### config.mk
export PLATFORM = sky130hd
export DESIGN_NAME = tlb_match_array
export DESIGN_NICKNAME = d
export VERILOG_FILES = /design/src/rtl/tlb_match_array.sv
export SDC_FILE = /design/constraint.sdc
export NUM_CORES = 2
export LEC_CHECK = 0
export ABC_AREA = 1
export CAP_MARGIN = 20
export CORE_UTILIZATION = 39
export CTS_CLUSTER_SIZE = 10
export DETAILED_ROUTE_END_ITERATION = 6
export HOLD_SLACK_MARGIN = 0.02
export SYNTH_ARGS = -nofsm -noshare
export SYNTH_HDL_FRONTEND = slang
export SYNTH_SLANG_ARGS = --single-unit
### constraint.sdc
create_clock -name clk -period 7.6 [get_ports clk]
set_input_delay 2.28 -clock clk [delete_from_list [all_inputs] [get_ports clk]]
set_output_delay 2.28 -clock clk [all_outputs]
set_load 0.05 [all_outputs]
### src/rtl/tlb_match_array.sv
module tlb_match_array #(
  parameter int ENTRIES    = 16,
  parameter int VA_W       = 64,
  parameter int PAGE_SHIFT = 12,
  parameter int MASK_W     = 16,
  parameter int ASID_W     = 8,
  parameter int PFN_W      = 24,
  parameter int SEG_W      = 40,
  parameter int REG_W      = 2,
  localparam int IDX_W     = $clog2(ENTRIES)
) (
  input  logic              clk,
  input  logic              rst_n,
  input  logic              wr_en,
  input  logic [IDX_W-1:0]  wr_idx,
  input  logic [VA_W-1:0]   wr_vpn,
  input  logic [MASK_W-1:0] wr_mask,
  input  logic              wr_global,
  input  logic [ASID_W-1:0] wr_asid,
  input  logic              wr_valid_even,
  input  logic              wr_valid_odd,
  input  logic [PFN_W-1:0]  wr_pfn_even,
  input  logic [PFN_W-1:0]  wr_pfn_odd,
  input  logic [VA_W-1:0]   lk_va,
  input  logic [ASID_W-1:0] lk_asid,
  output logic              lk_hit,
  output logic              lk_inval,
  output logic              lk_multi,
  output logic [IDX_W-1:0]  lk_idx,
  output logic              lk_odd,
  output logic [PFN_W-1:0]  lk_pfn
);
  localparam logic [VA_W-1:0] KEEP =
    {{REG_W{1'b1}}, {(VA_W-REG_W-SEG_W){1'b0}}, {SEG_W{1'b1}}};
  localparam logic [VA_W-1:0] PAIR_LOW =
    {{(VA_W-PAGE_SHIFT-1){1'b0}}, {(PAGE_SHIFT+1){1'b1}}};

  logic [VA_W-1:0]   e_vpn  [ENTRIES];
  logic [MASK_W-1:0] e_mask [ENTRIES];
  logic [ASID_W-1:0] e_asid [ENTRIES];
  logic [PFN_W-1:0]  e_pfn0 [ENTRIES];
  logic [PFN_W-1:0]  e_pfn1 [ENTRIES];
  logic [ENTRIES-1:0] e_glb, e_v0, e_v1;

  logic [ENTRIES-1:0] match, odd;

  always_ff @(posedge clk or negedge rst_n) begin
    if (!rst_n) begin
      for (int i = 0; i < ENTRIES; i++) begin
        e_vpn[i]  <= '0;
        e_mask[i] <= '0;
        e_asid[i] <= '0;
        e_pfn0[i] <= '0;
        e_pfn1[i] <= '0;
      end
      e_glb <= '0;
      e_v0  <= '0;
      e_v1  <= '0;
    end else if (wr_en) begin
      e_vpn[wr_idx]  <= wr_vpn & KEEP;
      e_mask[wr_idx] <= wr_mask;
      e_asid[wr_idx] <= wr_asid;
      e_pfn0[wr_idx] <= wr_pfn_even;
      e_pfn1[wr_idx] <= wr_pfn_odd;
      e_glb[wr_idx]  <= wr_global;
      e_v0[wr_idx]   <= wr_valid_even;
      e_v1[wr_idx]   <= wr_valid_odd;
    end
  end

  for (genvar g = 0; g < ENTRIES; g++) begin : g_ent
    logic [VA_W-1:0] cm;
    assign cm = ({{(VA_W-MASK_W){1'b0}}, e_mask[g]} << (PAGE_SHIFT+1)) | PAIR_LOW;
    assign match[g] = (((lk_va ^ e_vpn[g]) & KEEP & ~cm) == '0)
                      && (e_glb[g] || (e_asid[g] == lk_asid));
    assign odd[g] = |(lk_va & ((cm >> 1) + VA_W'(1)));
  end

  logic [IDX_W-1:0] sel;
  logic             any, vsel;

  always_comb begin
    sel = '0;
    any = 1'b0;
    for (int i = 0; i < ENTRIES; i++) begin
      if (match[i] && !any) begin
        sel = IDX_W'(i);
        any = 1'b1;
      end
    end
  end

  assign lk_multi = |(match & (match - ENTRIES'(1)));
  assign lk_odd   = any && odd[sel];
  assign vsel     = lk_odd ? e_v1[sel] : e_v0[sel];
  assign lk_hit   = any && vsel;
  assign lk_inval = any && !vsel;
  assign lk_idx   = sel;
  assign lk_pfn   = !any ? '0 : (lk_odd ? e_pfn1[sel] : e_pfn0[sel]);
endmodule

==> impl_metrics.toml <==
[outcome]
outcome = "complete, but fails checks"
violations = "setup timing"

[pwr]
p_total_w = 0.0267
p_sw_share_pct = 32.7
leakage_nw = 47.7
power.switching_w = 0.00873
pwr-share-clk_pct = 32.8
p_int_w = 0.0180
seq_power_share_pct = 45.6
p_comb_share_pct = 21.6
p_per_area_nw_per_um2 = 254
ir_drop_mv = 0.222

[clock_tree]
clock-root-buffer = "clkbuf_16"
worst_skew_pair.late_latency_ps = 860
numCtsBuffers = 195
cts_tree = "done"
cts.sinks = 1664
htree_levels = 4
path_clk_slew_ps = 50
cts_max_path_buffers = 3

[setup_path]
rr_endpoint = "e_mask[86]$_DFFE_PN0P_"
end_kind = "output pin"
r2r_slack_ps = 6620
critPathRequiredTime_ps = 5320
crit_path_start_kind = "input port"
timing.rr.start = "e_mask[86]$_DFFE_PN0P_"
critPathKind = "in2out"
critPathArrivalTime_ps = 6000
path_max_fanout = 9
r2r_cells = 2

[synth]
synthArstFlopShare_pct = 100
syn_inst = 11100
synth.distinct_cells = 57
synth_nets = 11300
ys.flop_type = "dfrtp_1"
yosys_warnings = 0
ys_ff_latch = 1664
synth.avg_cell_area_um2 = 7.72
ys_seq_area_share_pct = 48.8
syn-cell-area_um2 = 85400
synth-edff-count = 0

[grt]
grt_max_degree = 209
grt_pass1_vias = 75200
grt_overflow = 0
antenna_found_initial = 19
grt_pass1_wl_mm = 480
grt_use_total_pct = 28.6

[detailed_routing]
top_layer_used = "met5"
dr_wl_met2_mm = 149
wl_met1_mm = 136
drt_first_iter_violations = 8928
wire_per_inst_um = 22.8
met3_length_mm = 26.5
drt_wl_total_mm = 327
ant_nets = 0
drc = 0
vias = 80000
first_pass_iters = 7
vias_per_cell = 5.57

[timing]
max_freq_ghz = 0.121
drv_slew = 0
grt_setup_unrepaired = "yes"
finClkSkew_ps = 0
holdWs_ps = 483
hold_viol = 0
worst_slack_ps = -679
period_share_pct = 109
relSlewSlack_pct = 8.69
min_period_ps = 8280
finalSetupViolations = 27
tightest_slew_ps = 1370

[floorplanning]
dieArea_um2 = 221000
fp-row-count = 171
fp.dieH_um = 470
num_io_pins = 250
start_util_pct = 39.3
core_area_um2 = 217000
fp.dieW_um = 470

[finish]
drive_gt1_share_pct = 14.4
nNetsFinal = 11700
fill_cells = 20700
area_growth_syn_to_layout_pct = 23.0

[min_path]
holdPathStages = 2
min_to = "e_pfn0[344]$_DFFE_PN0P_"
worstHoldStart = "e_pfn0[344]$_DFFE_PN0P_"
holdCritPathClass = "reg2reg"

[run]
cap_violations = 0

[placed_design]
portBuffers = 180
gp_congestion = 0.956
hpwl_mm = 205
how the worst max path moves through the flow:
stage,startpoint,end,slack [ps],depth (start not counted)
detailed placement,lk_va[22],lk_pfn[8],-2070,26
finish,lk_va[25],lk_pfn[6],-680,28
floorplan,lk_va[19],lk_pfn[12],80,26
global route,lk_asid[2],lk_pfn[10],-790,29
CTS,lk_va[27],lk_pfn[17],-820,29
global placement,lk_va[22],lk_pfn[8],-2060,25
repair_timing:
action / CTS / global route
gates resized for setup: 655 / 483
setup buffers: 128 / 42
pin swaps: 157 / 214
endpoints found under the setup margin: 32 / 32
hold buffers: 0 / 0
cloned: 36 / 22
area by class of cell:
cell class | instances | area, um2 | area share [%]
sequential | 1664 | 41600 | 39.6
multi-input combinational | 7742 | 39000 | 37.1
timing repair buffer | 946 | 11700 | 11.1
clock buffer | 254 | 5290 | 5.04
tap | 2854 | 3570 | 3.40
inverter | 866 | 3390 | 3.23
clock inverter | 23 | 407 | 0.387
antenna | 11 | 27.5 | 0.0262
timing repair inverter | 1 | 6.26 | 0.00596
power groups by stage:
stage / Clock (W) / Sequential (W) / Combinational, W
floorplan: 0 / 0.0119 / 0.00353
global placement: 0 / 0.0122 / 0.00510
detailed placement: 0 / 0.0122 / 0.00525
CTS: 0.00887 / 0.0121 / 0.00554
global route: 0.00921 / 0.0124 / 0.00648
finish: 0.00876 / 0.0122 / 0.00576
cells by family (layout without fill, tap and decap cells):
| family | after synthesis | after routing | share of synthesized area, % |
|---|---|---|---|
| DFF | 1664 | 1664 | 48.8 |
| other | 0 | 11 | 0 |
| AOI/OAI and AO/OA | 2443 | 2443 | 14.9 |
| adders and majority gates | 16 | 16 | 0.234 |
| xor gates and xnor gates | 272 | 272 | 2.79 |
| buffers and inverters | 1662 | 2090 | 8.52 |
| and+or+nand+nor | 5008 | 5011 | 24.8 |
synthesized netlist by cell type, drive strengths merged, types with 3 or more instances:
library cell	n	share of area (%)
o21bai	5	0.044
xnor2	204	2.1
buf	300	2.5
a22oi	8	0.070
o21ai	1645	9.6
nand3b	6	0.053
nor3	73	0.43
clkbuf	496	2.2
nor2	847	3.8
nand2	2875	13
a211oi	3	0.026
nor4	30	0.22
or2	20	0.15
inv	863	3.8
ha	16	0.23
nand4	335	2.5
xor2	68	0.70
o2111ai	5	0.051
a221oi	12	0.12
o311ai	6	0.062
o211ai	89	0.88
nand3	819	4.9
a31oi	10	0.073
dfrtp	1664	49
o31ai	12	0.11
clkinv	3	0.013
o22ai	8	0.059
a21oi	631	3.7
sequential cells by signal, indices dropped and copies added, names as in the netlist:
name    count
e_vpn     464
e_pfn0    384
e_pfn1    384
e_mask    256
e_asid    128
e_glb      16
e_v0       16
e_v1       16
critical path, cell delays in order:
cell and delay, ps:
buf_12 120, buf_4 190, o21ai_0 340, nand4_1 150, nor2_1 110, buf_4 150
nand2_2 60, buf_6 140, nor2_4 150, nor2_1 60, nand2_1 80, nor2_2 50
nand3_4 70, buf_6 110, nand4_4 210, buf_12 210, buf_12 140, nand2_4 50
nand3_2 80, nand3_2 100, nand3_4 190, nand2_8 230, clkinv_8 100, buf_12 140
nand2_1 60, nand2_1 90, nor2_4 130, buf_8 160
layout by cell type, fill, tap and decap left out, drive strengths merged, types with 25 or more instances in the layout:
master and instances:
xor2 68, inv 859, dfrtp 1664, clkbuf 280
nand2 2878, buf 804, a21oi 631, xnor2 204
clkdlybuf4s50 110, nor2 847, o211ai 89, nor4 30
clkinv 25, o21ai 1645, nand3 819, nand4 335
nor3 73
layer usage:
metal | global-route usage (%) | vias up
li1 | - | 37000
met1 | 38.7 | 38800
met3 | 4.39 | 685
met4 | 12.3 | 10
met2 | 45.4 | 3512
met5 | 0 | -
through the flow:
step,std cells,util [%],setup TNS [ps],setup WS (ps),instance area (um2)
after floorplan,11100,-,0,83.1,85400
after global placement,13900,42.9,-54680,-2060,93200
after detailed placement,13900,42.9,-55380,-2070,93200
after CTS,14300,47.3,-20250,-818,103000
after global routing,14400,48.3,-19610,-794,105000
final,14400,48.3,-16790,-679,105000
No activity file was read; power rests on OpenSTA's default activity.
